### config.mk
export PLATFORM = sky130hd
export DESIGN_NAME = dma_bus_arbiter
export DESIGN_NICKNAME = d
export VERILOG_FILES = /design/src/rtl/dma_bus_arbiter.sv
export SDC_FILE = /design/constraint.sdc
export NUM_CORES = 1
export LEC_CHECK = 0
export ABC_AREA = 1
export ABC_CLOCK_PERIOD_IN_PS = 1400
export BUFFER_PORTS_ARGS = -buffer_cell sky130_fd_sc_hd__buf_4
export CAP_MARGIN = 20
export CORE_MARGIN = 4
export CORE_UTILIZATION = 30
export DETAILED_ROUTE_END_ITERATION = 10
export SETUP_SLACK_MARGIN = 0.02
export SLEW_MARGIN = 0
export SYNTH_ARGS = -nofsm -noshare
export SYNTH_HDL_FRONTEND = slang
export SYNTH_SLANG_ARGS = --single-unit
export TNS_END_PERCENT = 50
### constraint.sdc
create_clock -name clk -period 1.4 [get_ports clk]
set_input_delay 0.21 -clock clk [delete_from_list [all_inputs] [get_ports clk]]
set_output_delay 0.21 -clock clk [all_outputs]
set_load 0.005 [all_outputs]
### src/rtl/dma_bus_arbiter.sv
module dma_bus_arbiter #(
  parameter int CNT_W   = 16,
  parameter int PENALTY = 45
) (
  input  logic             clk,
  input  logic             rst_n,
  input  logic             frame_start,
  input  logic             slice_start,
  input  logic [1:0]       slice_kind,
  input  logic [CNT_W-1:0] slice_len,
  input  logic             slice_more,
  input  logic             dma_done,
  input  logic             sec_req,
  input  logic [15:0]      sec_addr,
  input  logic             sec_rst_ctl,
  input  logic             sec_busreq_ctl,
  output logic             main_wait,
  output logic             dma_busy,
  output logic             sec_wait,
  output logic             sec_grant,
  output logic [2:0]       sec_state
);

  localparam int PW = $clog2(PENALTY + 1);
  localparam logic [PW-1:0] PEN_LOAD = PW'(PENALTY);

  typedef enum logic [1:0] {PH_IDLE, PH_STALL, PH_PEN, PH_GRANT} phase_t;

  logic [CNT_W-1:0] left_q;
  logic [1:0]       kind_q;
  logic             more_q;
  logic             sticky_q;
  logic             rst_q, brq_q;
  phase_t           ph_q;
  logic [PW-1:0]    pen_q;

  wire active   = left_q != '0;
  wire bus_dma  = active && !kind_q[1];
  wire win_hit  = sec_addr[15] || (sec_addr[15:8] == 8'h7F);
  wire take_req = (ph_q == PH_IDLE) && sec_req;
  wire held     = bus_dma || sticky_q;

  assign main_wait = bus_dma;
  assign dma_busy  = active && kind_q[1];
  assign sec_wait  = (ph_q == PH_STALL) || (ph_q == PH_PEN);
  assign sec_grant = ph_q == PH_GRANT;
  assign sec_state = {sticky_q, brq_q, rst_q};

  always_ff @(posedge clk) begin
    if (!rst_n) begin
      left_q <= '0;
      kind_q <= '0;
      more_q <= 1'b0;
    end else if (slice_start) begin
      left_q <= slice_len;
      kind_q <= slice_kind;
      more_q <= slice_more;
    end else if (frame_start || dma_done) begin
      left_q <= '0;
    end else if (active) begin
      left_q <= left_q - 1'b1;
    end
  end

  always_ff @(posedge clk) begin
    if (!rst_n) begin
      sticky_q <= 1'b0;
      rst_q    <= 1'b0;
      brq_q    <= 1'b0;
    end else begin
      rst_q <= sec_rst_ctl;
      brq_q <= sec_busreq_ctl;
      if (dma_done)
        sticky_q <= 1'b0;
      else if (take_req && win_hit && bus_dma && more_q)
        sticky_q <= 1'b1;
    end
  end

  always_ff @(posedge clk) begin
    if (!rst_n) begin
      ph_q  <= PH_IDLE;
      pen_q <= '0;
    end else begin
      unique case (ph_q)
        PH_IDLE: if (sec_req) begin
          if (!win_hit) ph_q <= PH_GRANT;
          else if (bus_dma) ph_q <= PH_STALL;
          else begin
            ph_q  <= PH_PEN;
            pen_q <= PEN_LOAD;
          end
        end
        PH_STALL: if (!held) begin
          ph_q  <= PH_PEN;
          pen_q <= PEN_LOAD;
        end
        PH_PEN: begin
          if (pen_q == PW'(1)) ph_q <= PH_GRANT;
          else pen_q <= pen_q - 1'b1;
        end
        PH_GRANT: ph_q <= PH_IDLE;
        default: ph_q <= PH_IDLE;
      endcase
    end
  end


  busy_excl_chk: assert property (@(posedge clk) disable iff (!rst_n)
    !(main_wait && dma_busy));


  sticky_src_chk: assert property (@(posedge clk) disable iff (!rst_n)
    $rose(sec_state[2]) |-> $past(main_wait));


  done_clr_chk: assert property (@(posedge clk) disable iff (!rst_n)
    dma_done && !slice_start |=> !sec_state[2] && !main_wait && !dma_busy);


  frame_clr_chk: assert property (@(posedge clk) disable iff (!rst_n)
    frame_start && !slice_start |=> !main_wait && !dma_busy);


  grant_src_chk: assert property (@(posedge clk) disable iff (!rst_n)
    $rose(sec_grant) |-> $past(sec_wait) || $past(sec_req));

endmodule

==> flow_summary.toml <==
[floorplan]
dieArea_sq_um = 7570
io_pins = 50
rows = 28
initial_core_util_pct = 31.3
die_width_microns = 87.0
core_area_sq_um = 5990
dieHeight_microns = 87.0

[placed_design]
dp_slack_ps = -148
dpl.hpwl_microns = 3860
dp.cells = 434
gp_congestion = 0.834
io_buffers = 40
placed_area_sq_um = 2590

[grt]
grt_max_degree = 18
grt_overflow = 0
antenna_found_initial = 0
grt_pass1_vias = 2014
grtUsageTotal_pct = 14.0
grt_pass1_wl_microns = 8450

[clocking]
clkLatencyLatePin_ps = 280
clock-root-buffer = "clkbuf_8"
cts_tree = "built"
numCtsBuffers = 5
h-tree-depth = 2
path_clk_slew_ps = 60
clock-sinks = 29
cts_max_path_buffers = 2

[finish]
fin_cells = 449
diodes = 0
post-route-util_pct = 47.5
num-nets-final = 424
drive_above_1_share_pct = 40.6
design_area_sq_um = 2850
syn2layout_area_growth_pct = 51.9
fillCellCount = 595

[worst_hold_path]
whs_endpoint = "sticky_q"
hp-start = "dma_done"
whs_path_depth = 2
hold_class = "in -> reg"

[drt]
routed_wirelength_microns = 5080
vias_per_cell = 4.67
drt_first_iter_violations = 83
route.detailed.drc = 0
wl_per_cell_microns = 11.3
drtAntennaViolNets = 0
vias = 2095
drt_first_pass_iters = 4

[timing]
finalHoldViolCount = 0
min_period_ps = 1620
fin_crit_sh_pct = 116
rsz0062_at_grt = "true"
clock-skew-final_ps = 5.77
finalSetupTns_ps = -2080
clock.fmax_ghz = 0.618
tightest_slew_ps = 302
max-slew-margin-rel_pct = 79.7
fin_ws_ps = -218
drv_slew = 0
whs_ps = 99.8
setup_viol = 17

[power_and_ir_drop]
peakVddDrop_mv = 0.614
p_total_mw = 3.81
p_leak_nw = 1.40
p_per_area_nw_per_um2 = 1340

[yosys]
synth_edf_count = 0
synthDistinctLibCells = 34
yosysSeqAreaShare_pct = 31.0
async_flop_share_pct = 0
synth_area_per_cell_sq_um = 6.67
postSynthCellCount = 281
synthesis.area_sq_um = 1870
synth_flop_cell = "dfxtp_1"
yosys_warnings = 0
ys_ff_latch = 29
synth_nets = 331

[worst_setup_path]
cp_max_fo = 3
critical_path_class = "reg -> out"
crit_path_end_kind = "output pin"
rr_worst_depth = 11
crit_start = "left_q[0]"
critPathArrivalTime_ps = 1410
r2r_slack_ps = -200
worst_setup_path_start_kind = "flop"
regToRegStartpoint = "left_q[8]"
required_ps = 1190
rr_endpoint = "pen_q[2]"

[run_status]
failed_checks = "setup timing"
status = "finished with violations"

[job]
maxCapViolations = 0
sequential cells by signal (all words and copies together), names as in the netlist:
signal,cells
rst_q,1
more_q,1
left_q,16
pen_q,6
sticky_q,1
kind_q,1
ph_q,2
brq_q,1
worst max path at each step:
stage | slack [ps] | cells after the start | end
floorplan | -20 | 9 | pen_q[2]
finish | -220 | 8 | dma_busy
global route | -320 | 12 | ph_q[1]
global placement | -120 | 10 | pen_q[4]
detailed placement | -150 | 10 | pen_q[3]
CTS | -190 | 9 | main_wait
cells in the mapped netlist (all sizes together) (2+ instances only):
cell type / number / area, sq um
inv: 39 / 146
o21bai: 4 / 30.0
ha: 7 / 87.6
nand4: 4 / 25.0
a31oi: 7 / 43.8
buf: 8 / 47.5
xor2: 2 / 17.5
or2: 7 / 43.8
o21ai: 11 / 55.1
nand3: 27 / 153
nor3: 5 / 30.0
nand2: 66 / 278
nor2: 40 / 185
dfxtp: 29 / 581
a21oi: 16 / 91.3
critical path: stages (launching register included):
cell	delay, ps
dfxtp_2	330
inv_2	50
ha_4	160
nand2_4	70
nor2_4	40
buf_4	120
buf_4	120
a21oi_2	110
buf_4	120
routing by layer:
| layer | part of all wire [%] | vias up | global-route usage [%] |
|---|---|---|---|
| met2 | 53 | 47 | 26.4 |
| met4 | 0.75 | 0 | 4.11 |
| met1 | 41 | 960 | 15.6 |
| li1 | - | 1083 | - |
| met5 | 0 | - | 0 |
| met3 | 5.5 | 5 | 2.74 |
cells by family after synthesis:
logic type / share of synthesized area [%]
xor+xnor: 0.935
fa+ha+maj: 4.68
buf+inv: 10.8
compound gates: 13.4
flops: 31.0
simple gates: 39.2
power breakdown:
part | total, mW | switching, mW | internal, mW
registers | 1.05 | 0.0834 | 0.966
logic | 2.06 | 1.07 | 0.984
clock network | 0.701 | 0.312 | 0.389
total | 3.81 | 1.47 | 2.34
cells in the final DEF, fill, tap and decap left out, types with 3 or more instances in the layout:
cell,synthesis,routed
dfxtp_1,29,26
inv_2,0,3
nor2_1,32,29
buf_4,3,90
inv_1,39,35
nor2_2,5,5
clkbuf_8,0,6
nand3_1,25,21
a31oi_1,7,7
nor2_4,3,6
nand4_1,4,4
o21ai_0,10,8
nor3_1,4,3
dfxtp_2,0,3
a21oi_1,15,13
o21ai_1,1,3
nand2_4,2,6
nand2_1,58,56
or2_2,7,7
ha_1,7,4
o21bai_1,4,4
buf_6,0,5
nand2_2,6,4
nand3_2,1,5
area by class of cell:
| type | count | area, sq um | share of cell area, % |
|---|---|---|---|
| well taps | 75 | 93.8 | 3.30 |
| inverters | 40 | 154 | 5.41 |
| clock buffers | 7 | 86.3 | 3.03 |
| multi-input cells | 203 | 1190 | 42.0 |
| flip-flops and latches | 29 | 584 | 20.5 |
| repair buffers | 95 | 732 | 25.7 |
repair_timing:
item                                    4_1_cts  5_1_grt
endpoints found under the setup margin       19       28
setup buffers                                 4        4
endpoints found under the hold margin         0        0
pin swaps                                    14       12
cloned                                        0        0
gates resized for setup                      18       17
hold buffers                                  0        0
Note: power is estimated with default switching activity, not from simulation.
